==> config.mk <==
export PLATFORM = sky130hd
export DESIGN_NAME = serial_sig_div
export DESIGN_NICKNAME = d
export VERILOG_FILES = /design/src/rtl/serial_sig_div.sv
export SDC_FILE = /design/constraint.sdc
export NUM_CORES = 1
export LEC_CHECK = 0
export BUFFER_PORTS_ARGS = -buffer_cell sky130_fd_sc_hd__buf_2
export CORE_AREA = 2 2 39 41
export DETAILED_ROUTE_END_ITERATION = 10
export DIE_AREA = 0 0 41 43
export SLEW_MARGIN = 10
export SYNTH_ARGS = -nofsm -noshare
export SYNTH_HDL_FRONTEND = slang
export SYNTH_SLANG_ARGS = --single-unit
==> constraint.sdc <==
create_clock -name clk -period 0.9 [get_ports clk]
set_clock_uncertainty 0.2 [all_clocks]
set_input_delay 0.09 -clock clk [delete_from_list [all_inputs] [get_ports clk]]
set_output_delay 0.09 -clock clk [all_outputs]
set_load 0.1 [all_outputs]
==> src/rtl/serial_sig_div.sv <==
module serial_sig_div #(
  parameter int unsigned W = 5,
  parameter logic [W-1:0] POLY = 5'b10101
) (
  input  logic         clk,
  input  logic         clr,
  input  logic         vld,
  input  logic         din,
  output logic         quo,
  output logic [W-1:0] sig
);

  logic         top;
  logic [W-1:0] nxt;

  assign top = sig[W-1];
  assign nxt = {sig[W-2:0], din} ^ (top ? POLY : '0);

  always_ff @(posedge clk) begin
    if (clr) begin
      sig <= '0;
      quo <= 1'b0;
    end else if (vld) begin
      sig <= nxt;
      quo <= top;
    end
  end

endmodule


== After elaboration in Yosys (flattened, before gate mapping) ==
Cells that the tools add are included.

* Flip-flop bits (word level): 6
* Latch bits: 0
* Memory bits (writable): 0
* Memory bits (read-only): 0
* Input port bits: 4
* Output and inout port bits: 6
* Word-level logic and storage cells: 4
* Memories kept: 0

* Add/sub/neg operators: 0
* $mul: 0
* Div/mod/pow operators: 0
* $lt $le $gt $ge: 0
* Equal/unequal tests: 0
* Shift-type cells: 0
* Multiplexer cells: 1
* Bitwise logic cells: 1
* Reduce and logical (&&, ||, !) cells: 0

{| class="wikitable"
|+ Operators with widths
! cell !! count
|-
| two-way mux 5 bit || 1
|-
| XOR 5 bit || 1
|}

== Depth between registers and ports, before layout ==
* Depth after elaboration: 2
* Mapped depth: 3
* Depth with buffers taken out: 2

== Least setup slack after synthesis ==
Ideal clock, no wire load.

* Path type: register to register
* Start: register sig[4]
* End: register sig[4]
* Library setup time: 0.070 ns
* Arrival: 1.401 ns
* Required time: 0.630 ns
* Path slack: -0.771 ns
* Stages on the path, launching flop included: 3
* Path buffers: 0
* Clock period less this slack: 1.671 ns
* Cell sequence: dfxtp_1 -> a21bo_2 -> a21oi_1

* Cells in the longest elaborated chain, start to end: 2

{| class="wikitable"
|+ RTL lines
! element !! RTL line !! text
|-
| start: declaration || 10 || <nowiki>output logic [W-1:0] sig</nowiki>
|-
| start signal: assignment || 24 || <nowiki>sig <= nxt;</nowiki>
|-
| two-way mux 5 bit || 17 || <nowiki>assign nxt = {sig[W-2:0], din} ^ (top ? POLY : '0);</nowiki>
|-
| XOR 5 bit || 17 ||
|}

No other way between the ends.
A chain may end at the register's enable or synchronous reset.

== Worst setup path after layout ==
* Start: register sig[4]
* End: output port sig[4]

No word-level cell between the ends.

==> reports/results.md <==
| Quantity | Value | Unit |
|:---|:---|:---|
| Area growth from synthesis to layout | 94.87 | % |
| Number of ports placed on the die boundary | 10 | - |
| Number of stages on the worst setup path | 2 | - |
| NumNets Final | 44 | - |
| Share of total power consumed by net switching | 0.3007 | - |
| Area enclosed by the die boundary | 1763 | µm² |
| Count of yosys warnings during synthesis | 0 | - |
| Standby leakage power | 0.0001937 | µW |
| HPWL Detailed | 340.8 | µm |
| Psw | 221.2 | µW |
| Core ar. | 1384 | µm² |
| Sequential cell fraction of total power | 0.386 | - |
| Worst Hold Class | primary input to register | - |
| Via count | 214 | - |
| Part of the Yosys area used for sequential elements | 0.4923 | - |
| Number of cells traversed by the worst hold path | 2 | - |
| H-tree level count | 1 | - |
| Most common cell after layout, fill and taps aside | sky130_fd_sc_hd__buf_12 | - |
| Fraction of layout cells with a size suffix above 1 | 0.6410 | - |
| Max VDD drop | 1.111 | mV |
| Unrepaired setup endpoints after global routing | yes | - |
| Insertion delay to the later sink of the worst-skew pair | 240 | ps |
| Clock transition at the registers of the reported paths | 50 | ps |
| Final worst path period need | 1135 | ps |
| Post-synthesis instance total | 24 | - |
| TritonCTS clock tree | built | - |
| DRC violation total after the first TritonRoute iteration | 0 | - |
| Net count after synthesis | 28 | - |
| DR WL/cell | 9.327 | µm |
| IO buf count | 9 | - |
| Startpoint type of the worst setup path | register | - |
| Power Density | 1547 | nW/µm² |
| Count of buffering cells on the critical path with inverters included | 2 | - |
| Die W | 41 | µm |
| Cts bufs inserted | 3 | - |
| Clk root buf | sky130_fd_sc_hd__clkbuf_4 | - |
| Critical path's top delay family | flip-flops | - |
| Final Hold Viols | 6 | - |
| Violated checks | negative hold slack, negative setup slack | - |
| Fin crit share | 1.261 | - |
| Area share of the leading cell type in the synthesized netlist | 0.4923 | - |
| Maximum number of pins on one net before global-route repair | 10 | - |
| Int Pwr | 514.3 | µW |
| Vias in the first global route | 193 | - |
| Largest incremental delay on the critical path | 340 | ps |
| Initial Util | 0.1763 | - |
| Hold Worst Slack | -113.7 | ps |
| Site Rows | 14 | - |
| Remaining number of nets flagged by the antenna check after routing | 0 | - |
| Avg Vias per Cell | 3.891 | - |
| Pins Over Slew Limit | 0 | - |
| DR DRC count | 0 | - |
| Post-route worst setup slack | -235.1 | ps |
| Wire length of the first global-routing pass | 752 | µm |
| Netlist Area Pre-Place | 244.0 | µm² |
| Classification of the worst setup path | register to output pin | - |
| Setup-failing EPs final | 12 | - |
| Post-synth top area cell | sky130_fd_sc_hd__dfxtp_1 | - |
| Aggregate global routing overflow | 0 | - |
| Required time of the worst setup path | 610 | ps |
| Total Power Consumption | 735.5 | µW |
| Number of distinct library cells after synthesis | 10 | - |
| Pre-CTS setup slack | -70.75 | ps |
| Worst Path Arrival | 850 | ps |
| Status | complete, but fails checks | - |
| Commonest cells after routing, fill and taps aside | sky130_fd_sc_hd__buf_12 (6), sky130_fd_sc_hd__nor2_1 (5), sky130_fd_sc_hd__dfxtp_4 (4) | - |
| Combinational group share of total power | 0.250 | - |
| Top cells by area, synth | sky130_fd_sc_hd__dfxtp_1 (49%), sky130_fd_sc_hd__mux2i_1 (12%), sky130_fd_sc_hd__nor2_1 (7.7%) | - |
| Buffer levels on the longest clock path | 2 | - |
| Sort of element at the end of the critical path | output pin | - |
| Clock network fraction of design power | 0.364 | - |
| First-pass DRT Iterations | 1 | - |
| Critical Path Fanout Max | 2 | - |
| Relative max-transition margin | 0.8721 | - |
| Number of storage elements in the synthesis netlist | 6 | - |
| R2r setup slk | -200 | ps |
| Floorplan die height | 43 | µm |
| Number of antenna violations at the first check in global routing | 0 | - |
| Tot GR Track Use | 0.06834 | - |
| Slowest-stage cell, CP | sky130_fd_sc_hd__dfxtp_4 | - |
| Transition at the pin with the smallest max-transition slack | 190.7 | ps |
| Max frequency | 0.8810 | GHz |
| Antenna fix cells | 0 | - |
| CP Cell Sequence | buf_6 > buf_12 | - |
| Final wirelength | 513 | µm |
| Clk sink count | 6 | - |
| Max-cap violation count | 0 | - |
| Placer Congestion | 0.7284 | - |
| Average cell area after synthesis | 10.17 | µm² |
| Number of cells on the worst reg-to-reg path | 3 | - |
-- area by class of cell --
cell class / count / area (µm²)
Sequential cell: 6 / 137.6
Tap cell: 16 / 20.02
Fill cell: 151 / 908.4
Clock buffer: 4 / 26.28
Timing Repair Buffer: 14 / 183.9
Multi-Input combinational cell: 15 / 107.6
-- path summary, 6_finish.rpt --
| path | start | end |
|---|---|---|
| setup reg to reg | sig[4]$_SDFFE_PP0P_ | sig[2]$_SDFFE_PP0P_ |
| setup / recovery | sig[4]$_SDFFE_PP0P_ | sig[4] |
| hold / removal | clr | sig[4]$_SDFFE_PP0P_ |
| hold reg to reg | quo$_SDFFE_PP0P_ | quo$_SDFFE_PP0P_ |
-- kinds of logic (layout without fill, tap and decap cells) --
logic type	Yosys count	after routing	synth area share
xor gates and xnor gates	2	2	0.07181
AOI/OAI and AO/OA	4	4	0.1230
buffers and inverters	3	18	0.08201
and+or+nand+nor	6	6	0.1077
muxes	3	3	0.1231
DFF	6	6	0.4923
-- worst register-to-register path: cells and delay by family, from the launching register on --
family                 cells  cell delay, ps
AO/OA/AOI/OAI              1             200
XOR/XNOR                   1             120
flip-flops                 1             340
buffers and inverters      1             150
-- layer usage --
metal,track usage,part of all wire
met2,0.08750,0.53
met1,0.07097,0.40
met5,0,0
met4,0.02000,0
met3,0.07853,0.076
-- power by group through the flow --
stage          Sequential (µW)  Combinational [µW]  Clock, µW
5_1_grt                    285                 192        296
4_1_cts                    283                 181        279
2_1_floorplan              319                79.5          0
6_report                   284                 184        268
3_3_place_gp               289                 164          0
3_5_place_dp               290                 165          0
-- cell usage after synthesis (all sizes together) --
library cell	number
buf	3
a21oi	1
nand3b	1
nor2	5
mux2i	3
xnor2	2
a211oi	2
dfxtp	6
a21bo	1
-- flip-flops by register name (all words and copies together) (netlist names) --
register and count:
sig 5, quo 1
-- timing repair --
action / in CTS / in global routing
gates resized for setup: 3 / 3
endpoints found under the hold margin: 6 / 6
pin swaps: 0 / 2
setup buffers: 4 / 0
setup endpoints to repair: 9 / 12
-- per-stage QoR --
stage,cell area [µm²],TNS (ps),std cells,utilization
after floorplan,259.0,-906.8,24,-
after global placement,401.6,-103.0,47,0.2902
after detailed placement,401.6,-157.8,47,0.2902
after CTS,464.2,-1763,55,0.3354
after global routing,475.5,-2096,55,0.3436
final,475.5,-1707,55,0.3436
No activity file was read; power rests on OpenSTA's default activity.
